File: config.mk
export PLATFORM = sky130hd
export DESIGN_NAME = vcatch_unit
export DESIGN_NICKNAME = d
export VERILOG_FILES = /design/src/rtl/vcatch_pkg.sv /design/src/rtl/vcatch_enable_reg.sv /design/src/rtl/vcatch_addr_gen.sv /design/src/rtl/vcatch_match.sv /design/src/rtl/vcatch_unit.sv
export SDC_FILE = /design/constraint.sdc
export NUM_CORES = 1
export LEC_CHECK = 0
export BUFFER_PORTS_ARGS = -buffer_cell sky130_fd_sc_hd__buf_2
export CORE_MARGIN = 2
export CORE_UTILIZATION = 51
export CTS_CLUSTER_DIAMETER = 30
export DETAILED_ROUTE_END_ITERATION = 10
export PLACE_DENSITY = 0.8
export SETUP_SLACK_MARGIN = 0.3
export SYNTH_ARGS = -nofsm -noshare
export SYNTH_HDL_FRONTEND = slang
export SYNTH_HIERARCHICAL = 1
export SYNTH_SLANG_ARGS = --single-unit
export TNS_END_PERCENT = 10
File: constraint.sdc
create_clock -name clk_i -period 1.3 [get_ports clk_i]
set_input_delay 0.195 -clock clk_i [delete_from_list [all_inputs] [get_ports clk_i]]
set_output_delay 0.195 -clock clk_i [all_outputs]
set_load 0.05 [all_outputs]
File: src/rtl/vcatch_pkg.sv
package vcatch_pkg;
  localparam int unsigned ADDR_W    = 32;
  localparam int unsigned SLOTS     = 8;
  localparam int unsigned IRQ_SLOT  = 6;
  localparam logic [SLOTS-1:0] IMPL_MASK = 8'b1101_1111;
  localparam logic [ADDR_W-1:0] LOW_BASE  = 32'h0000_0000;
  localparam logic [ADDR_W-1:0] HIGH_BASE = 32'hFFFF_0000;

  typedef logic [SLOTS-1:0][ADDR_W-1:0] vec_tbl_t;
endpackage

File: src/rtl/vcatch_enable_reg.sv
module vcatch_enable_reg
  import vcatch_pkg::*;
#(
  parameter int unsigned DW = 32
) (
  input  logic             clk_i,
  input  logic             rst_ni,
  input  logic             we_i,
  input  logic [DW-1:0]    wdata_i,
  output logic [DW-1:0]    rdata_o,
  output logic [SLOTS-1:0] en_o
);
  logic [SLOTS-1:0] en_q;
  logic             unused_hi;

  assign unused_hi = ^wdata_i[DW-1:SLOTS];

  always_ff @(posedge clk_i or negedge rst_ni) begin
    if (!rst_ni)   en_q <= '0;
    else if (we_i) en_q <= wdata_i[SLOTS-1:0] & IMPL_MASK;
  end

  assign en_o    = en_q;
  assign rdata_o = {{(DW-SLOTS){1'b0}}, en_q};
endmodule

File: src/rtl/vcatch_addr_gen.sv
module vcatch_addr_gen
  import vcatch_pkg::*;
(
  input  logic              high_vec_i,
  input  logic              vic_en_i,
  input  logic [ADDR_W-1:0] vic_irq_addr_i,
  output vec_tbl_t          vec_addr_o
);
  logic [ADDR_W-1:0] base;
  assign base = high_vec_i ? HIGH_BASE : LOW_BASE;

  for (genvar k = 0; k < SLOTS; k++) begin : g_slot
    localparam logic [ADDR_W-1:0] OFF = ADDR_W'(k) << 2;
    if (k == IRQ_SLOT) begin : g_irq
      // controller address overrides base regardless of high vectors
      assign vec_addr_o[k] = vic_en_i ? vic_irq_addr_i : (base | OFF);
    end else begin : g_fixed
      assign vec_addr_o[k] = base | OFF;
    end
  end
endmodule

File: src/rtl/vcatch_match.sv
module vcatch_match
  import vcatch_pkg::*;
(
  input  logic [SLOTS-1:0]  en_i,
  input  vec_tbl_t          vec_addr_i,
  input  logic [ADDR_W-1:0] commit_addr_i,
  output logic              hit_o
);
  logic [SLOTS-1:0] slot_hit;

  for (genvar k = 0; k < SLOTS; k++) begin : g_cmp
    if (IMPL_MASK[k]) begin : g_live
      assign slot_hit[k] = en_i[k] && (commit_addr_i == vec_addr_i[k]);
    end else begin : g_dead
      logic unused_slot;
      assign unused_slot = en_i[k] ^ (^vec_addr_i[k]);
      assign slot_hit[k] = 1'b0;
    end
  end

  assign hit_o = |slot_hit;
endmodule

File: src/rtl/vcatch_unit.sv
module vcatch_unit
  import vcatch_pkg::*;
(
  input  logic              clk_i,
  input  logic              rst_ni,
  input  logic              reg_we_i,
  input  logic [31:0]       reg_wdata_i,
  output logic [31:0]       reg_rdata_o,
  input  logic              commit_valid_i,
  input  logic [31:0]       commit_addr_i,
  input  logic              high_vec_i,
  input  logic              vic_en_i,
  input  logic [31:0]       vic_irq_addr_i,
  input  logic              mon_mode_i,
  output logic              catch_o
);
  logic [SLOTS-1:0] en;
  vec_tbl_t         vec_addr;
  logic             hit;
  logic             catch_q;

  vcatch_enable_reg #(.DW(32)) u_reg (
    .clk_i   (clk_i),
    .rst_ni  (rst_ni),
    .we_i    (reg_we_i),
    .wdata_i (reg_wdata_i),
    .rdata_o (reg_rdata_o),
    .en_o    (en)
  );

  vcatch_addr_gen u_gen (
    .high_vec_i     (high_vec_i),
    .vic_en_i       (vic_en_i),
    .vic_irq_addr_i (vic_irq_addr_i),
    .vec_addr_o     (vec_addr)
  );

  vcatch_match u_match (
    .en_i          (en),
    .vec_addr_i    (vec_addr),
    .commit_addr_i (commit_addr_i),
    .hit_o         (hit)
  );

  // monitor mode masks all enables
  always_ff @(posedge clk_i or negedge rst_ni) begin
    if (!rst_ni) catch_q <= 1'b0;
    else         catch_q <= commit_valid_i && hit && !mon_mode_i;
  end

  assign catch_o = catch_q;
endmodule

# Yosys cells after proc, flatten, opt, wreduce, memory -nomap -nowiden
# Index checks and enable logic that the tools add are counted.
[totals]
reg_bits = 8
inputBits = 103
[classes]
n_mux = 2
n_reduce_logical = 11
n_eq_ne = 7
[ops]
columns = ["operator", "n"]
rows = [
  ["32-bit equality test", 7],
  ["32-bit 2-to-1 mux", 2],
  ["1-bit logical AND", 9],
  ["7-bit OR reduction", 1],
  ["1-bit logical NOT", 1],
]

# Longest topological paths before layout
# Gate-level depths: netlist (run 1).
[logic_depth]
word_depth = 7
mapped_depth = 9

# Hierarchy
# The synthesis (run 1) kept the hierarchy.
[modules_own_cells]
columns = ["module", "area_each_um2", "cells_per_inst", "n_inst"]
rows = [
  ["vcatch_match", 2768.9, 340, 1],
  ["vcatch_addr_gen", 2001.9, 262, 1],
  ["vcatch_enable_reg", 543.0, 49, 1],
  ["vcatch_unit", 33.8, 2, 1],
]

# Worst setup path after synthesis (run 1)
# No wires, ideal clock.
[synth_path]
path_kind = "input -> register"
startpoint = "input port vic_en_i"
endpoint = "register catch_q, in the netlist catch_o"
arrival_time_ns = 1.709
path_stages = 9
required_time_ns = 1.180
path_slack_ns = -0.529
path_buffers = 1
path_cell_list = "buf_6 mux2_2 xnor2_1 nand4_1 nor4_1 nand4_1 o22ai_1 or4_1 and3b_1"
[synth_lines]
columns = ["element", "line", "rtl"]
rows = [
  ["from (decl)", "vcatch_unit.sv:12", "input logic vic_en_i,"],
  ["to (signal assigned)", "vcatch_unit.sv:48", "else catch_q <= commit_valid_i && hit && !mon_mode_i;"],
  ["to (decl)", "vcatch_unit.sv:20", "logic catch_q;"],
]

==> flow_metrics.env, run 1 <==
export IMPL_status="finished with violations"
export IMPL_violations="negative setup slack"
export IMPL_crit_chain="buf_12, buf_12, mux2_4, xnor2_2, nand4_1, nor4_2, nand4_1, o22ai_1, or4_1, and3b_1"
export IMPL_power_sequential_fraction_pct=11.6
export IMPL_grt_pass1_vias=3734
export IMPL_synth_avg_cell_area_um2=8.23
export IMPL_place_ws_ns=-0.915
export IMPL_dpl_cell_count=785
export IMPL_cts_max_level=1
export IMPL_layout_common_cells="131 x xnor2_1, 121 x conb_1, 79 x xor2_1"
export IMPL_syn_area_um2=5100
export IMPL_worst_setup_path_type="primary input to flop"
export IMPL_clk_latency_ns=0.23
export IMPL_dr_pass1_iters=4
export IMPL_p_leak_nw=2.35
export IMPL_cpPeakStageDelay_ns=0.48
export IMPL_irDropWorstVdd_uv=321
export IMPL_critPathRequiredTime_ns=1.42
export IMPL_yosys_warnings=6
export IMPL_io_pins=136
export IMPL_dp_hpwl_um=9470
export IMPL_port_buffers=85
export IMPL_cts_root_buf="clkbuf_8"
export IMPL_fin_area_um2=5270
export IMPL_p_sw_w=0.00116
export IMPL_syn2layout_area_growth_pct=3.41
export IMPL_combPwrFrac_pct=76.7
export IMPL_drive_gt1_share_pct=33.4
export IMPL_crit_arrival_ns=1.91
export IMPL_grt_setup_unrepaired="yes"
export IMPL_gp_congestion=0.926
export IMPL_cts_tree="built"
export IMPL_critPathCaptureType="flop"
export IMPL_min_period_over_period_pct=138
export IMPL_critPathBufInv=2
export IMPL_cp_slowest_cell="or4_1"
export IMPL_syn_inst=620
export IMPL_post_cts_buffers=0
export IMPL_clkPwrFrac_pct=11.6
export IMPL_track_usage_pct=21.4
export IMPL_die_w_um=104
export IMPL_cts_num_sinks=8
export IMPL_cts_clk_slew_worst_paths_ns=0.04
export IMPL_nFillCells=858
export IMPL_cellPowerDensity_nw_per_um2=487
export IMPL_grt_max_degree=21
export IMPL_finalHoldViolations=0
export IMPL_fmax_mhz=557
export IMPL_hp_class="primary input to flop"
export IMPL_tns_ns=-0.494
export IMPL_insertedDiodeCount=0
export IMPL_critPathMaxFanout=20
export IMPL_p_int_w=0.00141
export IMPL_drtIter0Drc=200
export IMPL_postRouteAntennaNets=0
export IMPL_rows=36
export IMPL_worst_slew_pin_slew_ns=0.554
export IMPL_die_height_um=104
export IMPL_slew_violations=0
export IMPL_dieArea_um2=10800
export IMPL_antenna_found_initial=0
export IMPL_wirelength_um=11800
export IMPL_grt_first_pass_wirelength_um=18600
export IMPL_overflow=0
export IMPL_cts_max_path_buffers=2
export IMPL_final_nets=763
export IMPL_final_common_cell="xnor2_1"
export IMPL_place_area_um2=4970
export IMPL_wl_per_cell_um=14.9
export IMPL_num_vias=3566
export IMPL_switching_share_pct=45.1
export IMPL_core_area_um2=9730
export IMPL_cp_start_kind="primary input"
export IMPL_setup_ws_ns=-0.494
export IMPL_setup_violations=1
export IMPL_cts_made_buffers=3
export IMPL_slew_headroom_pct=62.7
export IMPL_critPathTopFamily="simple AND/OR/NAND/NOR gates"
export IMPL_drt_vias_per_instance=4.51
export IMPL_hold_slack_ns=0.197
export IMPL_max_cap_viol_count=0
export IMPL_fin_cells=791
export IMPL_drc_errors=0
export IMPL_fin_crit_ns=1.79
export IMPL_floorplan_initialDensity_pct=52.4
export IMPL_clock_skew_final_ns=0.00163
worst reg2reg max path, delay by kind of cell, from the launching register on:
family           cells  cell delay, ns
AND/OR/NAND/NOR      4            0.89
AO/OA/AOI/OAI        2            0.19
flip-flops           1            0.39
repair_timing:
item	CTS	global route
cloned	2	0
resized for setup	39	9
pin swaps	1	2
setup endpoints to repair	9	8
hold buffers	1	0
endpoints found under the hold margin	8	0
flip-flops by register name, summed over array words and instances, names as in the netlist:
signal / count
catch_o: 1
u_reg/en_o: 7
worst paths after layout:
path / start / to / slack (ns) / cells after the start
min in group asynchronous: rst_ni / u_reg/en_o[2]$_DFFE_PN0P_ / 0.34 / 2
max in group asynchronous: rst_ni / u_reg/en_o[4]$_DFFE_PN0P_ / 0.79 / 2
setup reg to reg: u_reg/en_o[2]$_DFFE_PN0P_ / catch_o$_DFF_PN0_ / -0.28 / 6
setup / recovery: high_vec_i / catch_o$_DFF_PN0_ / -0.49 / 10
hold / removal: reg_wdata_i[0] / u_reg/en_o[0]$_DFFE_PN0P_ / 0.20 / 2
hold reg to reg: u_reg/en_o[7]$_DFFE_PN0P_ / u_reg/en_o[7]$_DFFE_PN0P_ / 0.60 / 1
per-layer routing:
layer / vias to the layer above / wire [um] / GRT usage, %
met3: 40 / 786 / 2.44
met1: 1641 / 4640 / 25.4
met5: - / 0 / 0
li1: 1736 / - / -
met2: 149 / 5870 / 39.2
met4: 0 / 481 / 7.82
power by group through the flow:
stage	Sequential, W	Combinational [W]	Clock, W
floorplan	0.000288	0.00179	0
global placement	0.000298	0.00178	0
detailed placement	0.000296	0.00181	0
CTS	0.000298	0.00192	0.000301
global route	0.000300	0.00211	0.000317
finish	0.000298	0.00197	0.000299
stage by stage:
step	util, %	power (W)
2_1_floorplan	-	0.00208
3_5_place_dp	51.0	0.00211
6_report	54.2	0.00257
4_1_cts	53.6	0.00252
5_1_grt	54.2	0.00272
3_3_place_gp	51.0	0.00208
layout make-up:
class                           count  area [um2]  share of cell area (%)
Multi-Input combinational cell    466        3450                    65.3
Timing Repair Buffer              178        1410                    26.7
Sequential cell                     8         200                    3.80
Tap cell                          133         166                    3.16
Clock buffer                        3        41.3                   0.783
Inverter                            3        11.3                   0.214
Power figures use the tool's default switching activity.
==> run 2, diff against run 1 <==
==> constraint.sdc (replaced) <==
create_clock -name clk_i -period 1.3 [get_ports clk_i]
set_input_delay 0.13 -clock clk_i [delete_from_list [all_inputs] [get_ports clk_i]]
set_output_delay 0.13 -clock clk_i [all_outputs]
set_load 0.05 [all_outputs]
==> flow_metrics.env, run 2 (synthesis results as in run 1) <==
export IMPL_port_buffers=85
export IMPL_clk_latency_ns=0.22
export IMPL_drc_errors=0
export IMPL_overflow=0
export IMPL_grtUsageMet3_pct=3.26
export IMPL_core_area_um2=9730
export IMPL_irDropWorstVdd_uv=333
export IMPL_min_period_over_period_pct=136
export IMPL_cts_tree="built"
export IMPL_io_pins=136
export IMPL_cts_root_buf="clkbuf_8"
export IMPL_fmax_mhz=567
export IMPL_p_leak_nw=2.34
export IMPL_largest_reg_flops=7
export IMPL_cp_start_kind="primary input"
export IMPL_rows=36
export IMPL_layout_common_cells="132 x xnor2_1, 121 x conb_1, 80 x xor2_1"
export IMPL_place_ws_ns=-0.884
export IMPL_critPathCaptureType="flop"
export IMPL_track_usage_pct=20.9
export IMPL_dp_hpwl_um=9530
export IMPL_drive_gt1_share_pct=32.8
export IMPL_cpPeakStageDelay_ns=0.48
export IMPL_finalHoldViolations=0
export IMPL_dieArea_um2=10800
export IMPL_cts_num_sinks=8
export IMPL_fin_cells=791
export IMPL_drt_vias_per_instance=4.47
export IMPL_grt_setup_unrepaired="yes"
export IMPL_cp_slowest_cell="or4_1"
export IMPL_dr_pass1_iters=4
export IMPL_setup_ws_ns=-0.463
export IMPL_dpl_cell_count=785
export IMPL_wl_per_cell_um=14.7
export IMPL_grt_busiest_layer="met2"
export IMPL_critPathRequiredTime_ns=1.41
export IMPL_grt_first_pass_wirelength_um=18100
export IMPL_final_common_cell="xnor2_1"
export IMPL_insertedDiodeCount=0
export IMPL_nFillCells=861
export IMPL_fin_crit_ns=1.76
export IMPL_crit_chain="buf_12, buf_12, mux2_4, xnor2_2, nand4_1, nor4_2, nand4_1, o22ai_1, or4_1, and3b_1"
export IMPL_cts_max_level=1
export IMPL_multiInputGateArea_um2=3410
export IMPL_syn2layout_area_growth_pct=2.67
export IMPL_num_vias=3536
export IMPL_cts_clk_slew_worst_paths_ns=0.04
export IMPL_final_nets=763
export IMPL_status="finished with violations"
export IMPL_die_w_um=104
export IMPL_grt_pass1_vias=3628
export IMPL_drtIter0Drc=137
export IMPL_slew_violations=0
export IMPL_post_cts_buffers=0
export IMPL_floorplan_initialDensity_pct=52.4
export IMPL_clock_skew_final_ns=0.000261
export IMPL_antenna_found_initial=0
export IMPL_max_cap_viol_count=0
export IMPL_worst_setup_path_type="primary input to flop"
export IMPL_cellPowerDensity_nw_per_um2=486
export IMPL_grt_max_degree=21
export IMPL_postRouteAntennaNets=0
export IMPL_crit_arrival_ns=1.88
export IMPL_cts_max_path_buffers=2
export IMPL_cts_made_buffers=3
export IMPL_setup_violations=1
export IMPL_violations="negative setup slack"
export IMPL_die_height_um=104
export IMPL_gp_congestion=0.911
export IMPL_hp_class="primary input to flop"
export IMPL_wirelength_um=11600
export IMPL_seq_area_um2=200
export IMPL_critPathMaxFanout=20
export IMPL_grt_use_met2_pct=38.6
export IMPL_grt_util_met1_pct=24.4
[run 2: cell counts in the layout (fill, tap and decap cells not counted)]
Identical to the previous run, type by type.
[run 2: repair_timing]
item | in CTS | in global routing
resized for setup | 36 | 5
gates cloned | 2 | 0
setup endpoints to repair | 8 | 7
hold buffers | 1 | 0
pin swaps | 4 | 0
endpoints found under the hold margin | 8 | 0
[run 2: metrics by stage]
stage	hold slack [ns]	cell area (um2)	total power, W	utilization [%]	setup TNS, ns
2_1_floorplan	-0.166	5580	0.00208	-	-0.333
3_3_place_gp	-0.0218	4970	0.00208	51.0	-0.824
3_5_place_dp	-0.0185	4970	0.00211	51.0	-0.884
4_1_cts	0.131	5200	0.00252	53.5	-0.440
5_1_grt	0.135	5240	0.00270	53.8	-0.497
6_report	0.137	5240	0.00255	53.8	-0.463
[run 2: worst max-delay path, delay by kind of cell]
kind                   cells  cell delay, ns
multiplexers               1            0.27
XOR/XNOR                   1            0.13
buffers and inverters      2            0.30
AO/OA/AOI/OAI              1            0.08
AND/OR/NAND/NOR            5            0.97
[run 2: where the power goes]
part / total, W / leakage (nW) / internal, W / switching [W]
clock network: 0.000293 / 0.0216 / 0.000200 / 0.0000931
registers: 0.000296 / 0.0958 / 0.000272 / 0.0000242
logic: 0.00196 / 2.22 / 0.000931 / 0.00102
[run 2: cell type report]
class | count | share of cell area (%)
Tap cell | 133 | 3.18
Inverter | 3 | 0.215
Sequential cell | 8 | 3.82
Multi-Input combinational cell | 466 | 65.2
Clock buffer | 3 | 0.789
Timing Repair Buffer | 178 | 26.8
[run 2: path summary, 6_finish.rpt]
check                                          start                   endpoint  slack, ns  cells after the start
hold reg to reg            u_reg/en_o[7]$_DFFE_PN0P_  u_reg/en_o[7]$_DFFE_PN0P_       0.57                      1
min in group asynchronous                     rst_ni  u_reg/en_o[2]$_DFFE_PN0P_       0.32                      2
setup / recovery                          high_vec_i          catch_o$_DFF_PN0_      -0.46                     10
setup reg to reg           u_reg/en_o[2]$_DFFE_PN0P_          catch_o$_DFF_PN0_      -0.22                      6
hold / removal                        reg_wdata_i[0]  u_reg/en_o[0]$_DFFE_PN0P_       0.14                      2
max in group asynchronous                     rst_ni  u_reg/en_o[3]$_DFFE_PN0P_       0.82                      2
[run 2: routing by layer]
layer / up-vias / share of wire (%)
met4: 0 / 3.2
met1: 1652 / 41
met5: - / 0
met2: 118 / 51
met3: 31 / 5.5
li1: 1735 / -
==> run 3, diff against run 2 <==
--- a/config.mk
+++ b/config.mk
@@ -7,13 +7,12 @@
 export LEC_CHECK = 0
 export BUFFER_PORTS_ARGS = -buffer_cell sky130_fd_sc_hd__buf_2
 export CORE_MARGIN = 2
-export CORE_UTILIZATION = 51
+export CORE_UTILIZATION = 33
 export CTS_CLUSTER_DIAMETER = 30
 export DETAILED_ROUTE_END_ITERATION = 10
-export PLACE_DENSITY = 0.8
+export PLACE_DENSITY = 0.78
 export SETUP_SLACK_MARGIN = 0.3
 export SYNTH_ARGS = -nofsm -noshare
 export SYNTH_HDL_FRONTEND = slang
-export SYNTH_HIERARCHICAL = 1
 export SYNTH_SLANG_ARGS = --single-unit
 export TNS_END_PERCENT = 10
==> flow_metrics.env, run 3 <==
export IMPL_dpl_cell_count=349
export IMPL_ys_flop_type="dfrtp_1"
export IMPL_cp_start_kind="primary input"
export IMPL_cts_clk_slew_worst_paths_ns=0.04
export IMPL_syn2layout_area_growth_pct=59.6
export IMPL_ys_seq_elements=8
export IMPL_fin_crit_ns=1.44
export IMPL_synth_seq_area_share_pct=14.8
export IMPL_yosysTopAreaCellShare_pct=14.8
export IMPL_grt_first_pass_wirelength_um=7310
export IMPL_cpPeakStageDelay_ns=0.53
export IMPL_critPathBufInv=1
export IMPL_p_leak_nw=1.08
export IMPL_insertedDiodeCount=0
export IMPL_clock_skew_final_ns=0.00373
export IMPL_min_period_over_period_pct=111
export IMPL_setup_violations=1
export IMPL_dieArea_um2=4610
export IMPL_io_pins=136
export IMPL_nFillCells=404
export IMPL_grt_pass1_vias=1654
export IMPL_gp_congestion=0.873
export IMPL_worst_setup_path_type="primary input to flop"
export IMPL_wirelength_um=4780
export IMPL_critPathCaptureType="flop"
export IMPL_num_vias=1751
export IMPL_die_w_um=67.9
export IMPL_critPathRequiredTime_ns=1.43
export IMPL_syn_inst=182
export IMPL_postRouteAntennaNets=0
export IMPL_die_height_um=67.9
export IMPL_drc_errors=0
export IMPL_finalHoldViolations=0
export IMPL_place_ws_ns=-0.384
export IMPL_port_buffers=85
export IMPL_cts_tree="built"
export IMPL_drive_gt1_share_pct=48.0
export IMPL_yosys_warnings=0
export IMPL_setup_ws_ns=-0.139
export IMPL_dr_pass1_iters=4
export IMPL_hold_slack_ns=0.112
export IMPL_floorplan_initialDensity_pct=34.0
export IMPL_drt_vias_per_instance=4.95
export IMPL_fin_area_um2=2150
export IMPL_critPathTopFamily="simple AND/OR/NAND/NOR gates"
export IMPL_final_nets=408
export IMPL_place_area_um2=2010
export IMPL_synth_edff_count=0
export IMPL_layout_common_cells="78 x buf_2, 36 x buf_4, 25 x conb_1"
export IMPL_synth_top_area_cell="dfrtp_1"
export IMPL_cts_max_path_buffers=2
export IMPL_synth_top_family_by_area="simple AND/OR/NAND/NOR gates"
export IMPL_critPathMaxFanout=6
export IMPL_drtIter0Drc=65
export IMPL_track_usage_pct=21.2
export IMPL_cellPowerDensity_nw_per_um2=662
export IMPL_hp_class="primary input to flop"
export IMPL_cts_max_level=1
export IMPL_final_common_cell="buf_2"
export IMPL_power_w=0.00142
export IMPL_crit_arrival_ns=1.57
export IMPL_synth_cell_types=45
export IMPL_grt_max_degree=14
export IMPL_antenna_found_initial=0
export IMPL_fin_cells=354
export IMPL_status="finished with violations"
export IMPL_slew_violations=0
export IMPL_irDropWorstVdd_uv=712
export IMPL_yosys_area_share_xor_xnor_pct=5.84
export IMPL_cts_num_sinks=8
export IMPL_fmax_mhz=695
export IMPL_clk_latency_ns=0.23
export IMPL_yosys_area_share_simple_pct=29.0
export IMPL_post_cts_buffers=0
export IMPL_synth_avg_cell_area_um2=7.41
export IMPL_synth_compound_area_share_pct=23.9
export IMPL_max_cap_viol_count=0
export IMPL_netlist_top_cells_area="dfrtp_1 15%, buf_4 14%, nand2b_1 5.1%"
export IMPL_cts_made_buffers=3
export IMPL_crit_chain="buf_2, or4_1, o21ai_1, nand3b_1, a22oi_1, nand4_1, o32ai_2"
export IMPL_cts_root_buf="clkbuf_8"
export IMPL_synth_async_sr_flop_share_pct=100
export IMPL_yosysMostFrequentCell="buf_4"
export IMPL_cp_slowest_cell="or4_1"
export IMPL_core_area_um2=3970
export IMPL_largest_reg_flops=7
export IMPL_synthAdderAreaFrac_pct=0
export IMPL_wl_per_cell_um=13.5
export IMPL_violations="negative setup slack"
export IMPL_dp_hpwl_um=4010
export IMPL_grt_setup_unrepaired="yes"
export IMPL_synth_mux_area_share_pct=6.68
export IMPL_syn_area_um2=1350
export IMPL_overflow=0
export IMPL_rows=23
export IMPL_netlist_top_cells_count="25 x buf_4, 15 x nand2_1, 12 x inv_1, 11 x nand2b_1, 10 x nand3_1"
==> run 3: cell type report <==
type / instances / area, um2 / area share [%]
multi-input combinational: 156 / 1000 / 46.6
sequential: 8 / 206 / 9.59
tap: 50 / 62.6 / 2.91
timing repair buffer: 124 / 791 / 36.7
clock buffer: 4 / 45.0 / 2.09
inverter: 12 / 45.0 / 2.09
==> run 3: stage by stage <==
stage          setup TNS [ns]  utilization, %
5_1_grt                -0.226            54.2
3_3_place_gp           -0.298            50.6
4_1_cts               -0.0993            53.9
2_1_floorplan          -0.161               -
6_report               -0.139            54.2
3_5_place_dp           -0.384            50.6
==> run 3: where the power goes <==
group / switching [W] / internal [W]
clock: 0.000104 / 0.000213
combinational: 0.000483 / 0.000334
sequential: 0.0000152 / 0.000275
==> run 3: cells by family after synthesis <==
family	after synthesis
xor+xnor	9
compound gates	42
other cells	1
flops	8
simple gates	73
mux	7
buf+inv	42
==> run 3: worst min-delay path: stages <==
cell,delay (ns)
buf_2,0.07
nand2_1,0.04
o21ai_0,0.06
==> run 3: path summary, 6_finish.rpt <==
path                                            from                   endpoint  slack (ns)  depth (start not counted)
hold reg to reg            u_reg.en_o[7]$_DFFE_PN0P_  u_reg.en_o[7]$_DFFE_PN0P_        0.56                          1
setup / recovery                          high_vec_i          catch_o$_DFF_PN0_       -0.14                          7
hold / removal                        reg_wdata_i[4]  u_reg.en_o[4]$_DFFE_PN0P_        0.11                          3
min in group asynchronous                     rst_ni          catch_o$_DFF_PN0_        0.29                          2
setup reg to reg           u_reg.en_o[6]$_DFFE_PN0P_          catch_o$_DFF_PN0_       -0.11                          5
max in group asynchronous                     rst_ni  u_reg.en_o[2]$_DFFE_PN0P_        0.83                          2
==> run 3: repair_timing <==
action | CTS | global route
hold buffers | 1 | 0
endpoints found under the hold margin | 8 | 0
pin swaps | 1 | 1
setup endpoints to repair | 7 | 6
resized for setup | 23 | 2
==> run 3: routing by layer <==
metal  wire length (um)  part of all wire (%)  vias up  GRT usage, %
met5                  0                     0        -             0
met4                 80                   1.7        0          8.00
met3                422                   8.8        9          3.95
met2               2420                    51       94          38.0
met1               1860                    39      780          24.7
li1                   -                     -      868             -
